<file path="src/rtl/synth_div_pkg.sv">
package synth_div_pkg;
  localparam int unsigned REF_CODE_W = 4;
  localparam int unsigned REF_CNT_W  = 7;

  typedef enum logic [1:0] {
    FB_FM_X2    = 2'd0,
    FB_AM_WIDE  = 2'd1,
    FB_AM_NARROW = 2'd2
  } fb_mode_e;

  function automatic logic [REF_CNT_W-1:0] ref_ratio(input logic [REF_CODE_W-1:0] code);
    logic [REF_CNT_W-1:0] r;
    unique casez (code)
      4'b00??:                    r = 7'd3;
      4'b0100:                    r = 7'd6;
      4'b0101:                    r = 7'd12;
      4'b011?:                    r = 7'd24;
      4'b1000, 4'b1001, 4'b1010:  r = 7'd15;
      4'b1011:                    r = 7'd75;
      4'b1100:                    r = 7'd25;
      4'b1101:                    r = 7'd5;
      default:                    r = 7'd3; // inhibit codes, counter held anyway
    endcase
    return r;
  endfunction
endpackage

</file>
<file path="src/rtl/div_counter.sv">
module div_counter #(
  parameter int unsigned CNT_W = 8
) (
  input  logic             clk_i,
  input  logic             rst_ni,
  input  logic             clr_i,
  input  logic             en_i,
  input  logic [CNT_W-1:0] ratio_i,
  output logic             pulse_o
);
  logic [CNT_W-1:0] cnt_q;

  // Cleared counter pulses on the first event, then reloads ratio-1.
  always_ff @(posedge clk_i or negedge rst_ni) begin
    if (!rst_ni) begin
      cnt_q   <= '0;
      pulse_o <= 1'b0;
    end else if (clr_i) begin
      cnt_q   <= '0;
      pulse_o <= 1'b0;
    end else begin
      pulse_o <= 1'b0;
      if (en_i) begin
        if (cnt_q == '0) begin
          pulse_o <= 1'b1;
          cnt_q   <= ratio_i - 1'b1;
        end else begin
          cnt_q <= cnt_q - 1'b1;
        end
      end
    end
  end
endmodule

</file>
<file path="src/rtl/ref_rate_sel.sv">
module ref_rate_sel
  import synth_div_pkg::*;
(
  input  logic [REF_CODE_W-1:0] code_i,
  output logic [REF_CNT_W-1:0]  ratio_o,
  output logic                  inhibit_o,
  output logic                  osc_stop_o
);
  always_comb begin
    ratio_o    = ref_ratio(code_i);
    inhibit_o  = (code_i[REF_CODE_W-1:1] == 3'b111);
    osc_stop_o = (code_i == 4'b1110);
  end
endmodule

</file>
<file path="src/rtl/fb_ratio_calc.sv">
module fb_ratio_calc
  import synth_div_pkg::*;
#(
  parameter int unsigned DIV_W        = 16,
  parameter int unsigned NARROW_SHIFT = 4,
  parameter int unsigned MIN_WIDE     = 272,
  parameter int unsigned MIN_NARROW   = 4
) (
  input  logic [DIV_W-1:0] word_i,
  input  logic             fm_sel_i,
  input  logic             am_hi_i,
  output logic [DIV_W:0]   ratio_o
);
  fb_mode_e         mode;
  logic [DIV_W-1:0] base, floor_v, n;

  always_comb begin
    if (fm_sel_i)     mode = FB_FM_X2;
    else if (am_hi_i) mode = FB_AM_WIDE;
    else              mode = FB_AM_NARROW;

    if (mode == FB_AM_NARROW) begin
      base    = word_i >> NARROW_SHIFT;
      floor_v = DIV_W'(MIN_NARROW);
    end else begin
      base    = word_i;
      floor_v = DIV_W'(MIN_WIDE);
    end
    n = (base < floor_v) ? floor_v : base;
    ratio_o = (mode == FB_FM_X2) ? {n, 1'b0} : {1'b0, n};
  end
endmodule

</file>
<file path="src/rtl/synth_dividers.sv">
module synth_dividers
  import synth_div_pkg::*;
#(
  parameter int unsigned DIV_W        = 16,
  parameter int unsigned NARROW_SHIFT = 4,
  parameter int unsigned MIN_WIDE     = 272,
  parameter int unsigned MIN_NARROW   = 4
) (
  input  logic                  clk_i,
  input  logic                  rst_ni,
  input  logic                  xtal_tick_i,
  input  logic                  fm_edge_i,
  input  logic                  am_edge_i,
  input  logic                  fm_sel_i,
  input  logic                  am_hi_i,
  input  logic [DIV_W-1:0]      div_word_i,
  input  logic [REF_CODE_W-1:0] ref_code_i,
  output logic                  ref_pulse_o,
  output logic                  fb_pulse_o,
  output logic                  inhibit_o,
  output logic                  osc_stop_o
);
  localparam int unsigned FB_CNT_W = DIV_W + 1;

  logic [REF_CNT_W-1:0] ref_ratio_w;
  logic [FB_CNT_W-1:0]  fb_ratio_w;
  logic                 fb_edge;

  ref_rate_sel u_rate (
    .code_i     (ref_code_i),
    .ratio_o    (ref_ratio_w),
    .inhibit_o  (inhibit_o),
    .osc_stop_o (osc_stop_o)
  );

  fb_ratio_calc #(
    .DIV_W        (DIV_W),
    .NARROW_SHIFT (NARROW_SHIFT),
    .MIN_WIDE     (MIN_WIDE),
    .MIN_NARROW   (MIN_NARROW)
  ) u_fbr (
    .word_i   (div_word_i),
    .fm_sel_i (fm_sel_i),
    .am_hi_i  (am_hi_i),
    .ratio_o  (fb_ratio_w)
  );

  assign fb_edge = fm_sel_i ? fm_edge_i : am_edge_i;

  div_counter #(.CNT_W(REF_CNT_W)) u_ref_cnt (
    .clk_i   (clk_i),
    .rst_ni  (rst_ni),
    .clr_i   (inhibit_o),
    .en_i    (xtal_tick_i),
    .ratio_i (ref_ratio_w),
    .pulse_o (ref_pulse_o)
  );

  div_counter #(.CNT_W(FB_CNT_W)) u_fb_cnt (
    .clk_i   (clk_i),
    .rst_ni  (rst_ni),
    .clr_i   (inhibit_o),
    .en_i    (fb_edge),
    .ratio_i (fb_ratio_w),
    .pulse_o (fb_pulse_o)
  );
endmodule

</file>
<file path="config.mk">
export PLATFORM = sky130hd
export DESIGN_NAME = synth_dividers
export DESIGN_NICKNAME = d
export VERILOG_FILES = /design/src/rtl/synth_div_pkg.sv /design/src/rtl/div_counter.sv /design/src/rtl/ref_rate_sel.sv /design/src/rtl/fb_ratio_calc.sv /design/src/rtl/synth_dividers.sv
export SDC_FILE = /design/constraint.sdc
export NUM_CORES = 1
export LEC_CHECK = 0
export CORE_UTILIZATION = 55
export CTS_CLUSTER_DIAMETER = 30
export DETAILED_ROUTE_END_ITERATION = 8
export PLACE_DENSITY = 0.79
export SLEW_MARGIN = 20
export SYNTH_ARGS = -nofsm -noshare
export SYNTH_HDL_FRONTEND = slang
export SYNTH_SLANG_ARGS = --single-unit
</file>
<file path="constraint.sdc">
create_clock -name clk_i -period 3.15 [get_ports clk_i]
set_input_delay 0.63 -clock clk_i [delete_from_list [all_inputs] [get_ports clk_i]]
set_output_delay 0.63 -clock clk_i [all_outputs]
set_load 0.01 [all_outputs]
</file>
==> impl_metrics.env <==
export IMPL_yosys_warnings=0
export IMPL_max_freq_ghz=0.3183
export IMPL_tightest_slew_ns=0.5200
export IMPL_combPwrFrac_pct=63.4
export IMPL_rows=24
export IMPL_die_h_microns=70.18
export IMPL_slew_violations=0
export IMPL_cts_htree_levels=1
export IMPL_pre_cts_slack_ns=-0.6624
export IMPL_overflow=0
export IMPL_drc=0
export IMPL_fp_dieW_microns=70.18
export IMPL_synth_top_flop_cell="dfrtp_1"
export IMPL_postLayoutCoreUtil_pct=80.98
export IMPL_die_area_sq_mm=0.004925
export IMPL_finalHoldViolCount=0
export IMPL_path_class="in -> reg"
export IMPL_async_flop_share_pct=100.0
export IMPL_start_util_pct=57.91
export IMPL_nNetsFinal=442
export IMPL_grt_pass1_vias=2941
export IMPL_syn_area_per_cell_sq_um=8.115
export IMPL_cts_sinks=26
export IMPL_postLayoutSetupSlackWorst_ns=0.008569
export IMPL_end_kind="flip-flop"
export IMPL_core_area_sq_mm=0.004414
export IMPL_yosysSeqAreaShare_pct=25.45
export IMPL_fin_crit_ns=3.141
export IMPL_routed_wirelength_microns=8365
export IMPL_syn_inst=315
export IMPL_yosys_area_share_simple_pct=31.18
export IMPL_synth_edf_count=0
export IMPL_grt_usage_pct=34.82
export IMPL_run_status="finished clean"
export IMPL_grt_setup_unrepaired="yes"
export IMPL_diodes=0
export IMPL_crit_chain="buf_6, or4_4, a211oi_4, and2_4, nor2_4, a21oi_2, ha_2, inv_2, a31oi_4, nand4b_4, or2_4, or3_1, a31oi_1"
export IMPL_maxCapViolCount=0
export IMPL_intPower_uw=1381
export IMPL_portBuffers=30
export IMPL_path_max_fanout=5
export IMPL_critPathTopFamily="simple AND/OR/NAND/NOR gates"
export IMPL_cts_buffers=3
export IMPL_wl_per_cell_microns=18.03
export IMPL_ys_types=68
export IMPL_hp_class="reg -> reg"
export IMPL_ys_seq_elements=26
export IMPL_ir_worst_vdd_mv=0.4993
export IMPL_cp_required_ns=3.35
export IMPL_seqPwrFrac_pct=25.1
export IMPL_layout_drive_gt1_share_pct=33.98
export IMPL_netlist_area_sq_mm=0.002556
export IMPL_grt_max_degree=27
export IMPL_powerDensity_mw_per_mm2=677.5
export IMPL_slew_headroom_pct=64.96
export IMPL_slowest_stage="or4_4"
export IMPL_gp_congestion=0.9171
export IMPL_grt_first_pass_wirelength_microns=13720
export IMPL_synth_compound_area_share_pct=24.03
export IMPL_synth_top_family_by_area="simple AND/OR/NAND/NOR gates"
export IMPL_dr_pass1_iters=5
export IMPL_viasPerCell=6.405
export IMPL_worstPathArrival_ns=3.34
export IMPL_insertion_delay_ns=0.28
export IMPL_areaGrowthSynthToFinish_pct=39.84
export IMPL_clockBufferDepth=2
export IMPL_swShare_pct=42.98
export IMPL_min_period_over_period_pct=99.73
export IMPL_drt_antenna_violating_nets=0
export IMPL_skew_ns=0.009908
export IMPL_clk_pin_slew_worst_paths_ns=0.10
export IMPL_cp_buffers_inverters=2
export IMPL_power_switching_uw=1041
export IMPL_setup_viol_count_final=0
export IMPL_synth_net_count=344
export IMPL_p_clk_share_pct=11.5
export IMPL_tritoncts="built"
export IMPL_worst_path_largest_cell_delay_ns=0.55
export IMPL_ios=31
export IMPL_antenna_found_initial=0
export IMPL_synthMuxAreaShare_pct=10.13
export IMPL_num_vias=2972
export IMPL_synthAdderAreaFrac_pct=0.9790
export IMPL_synth_xor_area_share_pct=2.056
export IMPL_dpl_hpwl_microns=5804
export IMPL_dr_first_iter_drc_count=275
export IMPL_p_leak_uw=0.001602
export IMPL_startpoint_type="input pin"
export IMPL_root_buffer="clkbuf_8"
cell usage after synthesis (2+ instances only):
cell type,instances,area share [%]
a2111oi_0,3,1.0
a211oi_1,2,0.59
a211oi_4,2,1.6
a21o_1,2,0.59
a21o_2,2,0.69
a21oi_1,20,3.9
a311oi_1,2,0.69
a31o_2,2,0.69
a31oi_1,8,2.0
and2_2,3,0.88
and3_1,8,2.0
and3_2,2,0.59
buf_1,2,0.29
buf_4,2,0.59
buf_6,3,1.3
clkbuf_1,3,0.44
clkbuf_8,4,2.2
clkinv_1,2,0.29
dfrtp_1,26,25
ha_1,2,0.98
inv_1,6,0.88
mux2_2,7,3.1
mux2i_1,18,7.0
nand2_1,26,3.8
nand2b_1,3,0.73
nand3_1,8,1.6
nand3b_1,2,0.59
nor2_1,37,5.4
nor3_1,17,3.3
nor3b_1,2,0.59
nor4_1,8,2.0
o2111ai_1,4,1.4
o21a_1,3,0.88
o21ai_0,22,4.3
o21bai_1,3,0.88
or2_2,5,1.2
or3_1,6,1.5
or3_2,2,0.59
or4_1,2,0.59
or4_4,2,0.88
xnor2_1,4,1.4
xor2_1,2,0.69
power by group through the flow:
stage | Clock [uW] | Sequential [uW] | Combinational [uW]
detailed placement | 0 | 595 | 1300
floorplan | 0 | 549 | 926
finish | 279 | 608 | 1530
global route | 298 | 614 | 1670
CTS | 286 | 591 | 1420
global placement | 0 | 590 | 1260
area by class of cell:
cell class	instances	area, sq um
Tap cell	52	65.06
Multi-Input combinational cell	266	1869
Sequential cell	26	651.9
Clock buffer	3	41.29
Fill cell	286	839.6
Inverter	8	30.03
Clock inverter	1	30.03
Timing Repair Buffer	108	887.1
worst paths after layout:
kind	from	to	slack [ns]	cells after the start
setup / recovery	div_word_i[10]	u_fb_cnt.cnt_q[6]$_DFFE_PN0P_	0.009	13
hold / removal	u_ref_cnt.cnt_q[6]$_DFFE_PN0P_	u_ref_cnt.cnt_q[6]$_DFFE_PN0P_	0.49	1
setup reg to reg	u_fb_cnt.cnt_q[11]$_DFFE_PN0P_	u_fb_cnt.cnt_q[0]$_DFFE_PN0P_	0.02	19
hold reg to reg	u_ref_cnt.cnt_q[6]$_DFFE_PN0P_	u_ref_cnt.cnt_q[6]$_DFFE_PN0P_	0.49	1
max in group asynchronous	rst_ni	u_fb_cnt.cnt_q[10]$_DFFE_PN0P_	2.14	2
min in group asynchronous	rst_ni	u_fb_cnt.cnt_q[7]$_DFFE_PN0P_	0.72	2
metrics by stage:
step	cells	instance area, sq um	hold slack (ns)	setup TNS [ns]	total power [uW]
final	464	3575	0.4867	0	2422
after global routing	464	3575	0.5149	-0.2512	2581
after CTS	459	3497	0.4899	-0.01896	2299
after detailed placement	441	3274	0.4761	-6.085	1891
after global placement	441	3274	0.4781	-4.881	1846
after floorplan	315	2594	0.3344	-0.09233	1476
cell families (layout without fill, tap and decap cells):
group           Yosys count  count (layout)
simple gates            145             145
buf+inv                  23             120
xor+xnor                  6               6
flops                    26              26
mux                      25              25
fa+ha+maj                 2               2
compound gates           88              88
routing by layer:
layer	track usage, %	vias up	wire [microns]
met4	9.778	0	104
met5	0	-	0
met1	48.81	1439	3691
li1	-	1373	-
met3	5.195	14	620
met2	55.88	146	3949
registers in the layout, summed over array words and instances (netlist names):
name               count
u_fb_cnt.cnt_q        17
u_ref_cnt.cnt_q        7
u_fb_cnt.pulse_o       1
u_ref_cnt.pulse_o      1
timing repair:
item / CTS / global route
setup endpoints to repair: 10 / 7
pin swaps: 13 / 15
hold buffers: 0 / 0
resized for setup: 39 / 14
setup buffers: 14 / 5
cell usage in the layout, fill, tap and decap left out, types with 6 or more instances in the layout:
cell type         n
a21oi_1          19
mux2i_1          17
buf_4            75
buf_6             6
dfrtp_1          25
nand2_1          25
a31oi_1           7
nand3_1           8
nor2_1           34
o21ai_0          22
mux2_2            7
nor4_1            7
and3_1            8
clkdlybuf4s50_1  18
or3_1             6
nor3_1           15
Note: power is estimated with default switching activity, not from simulation.
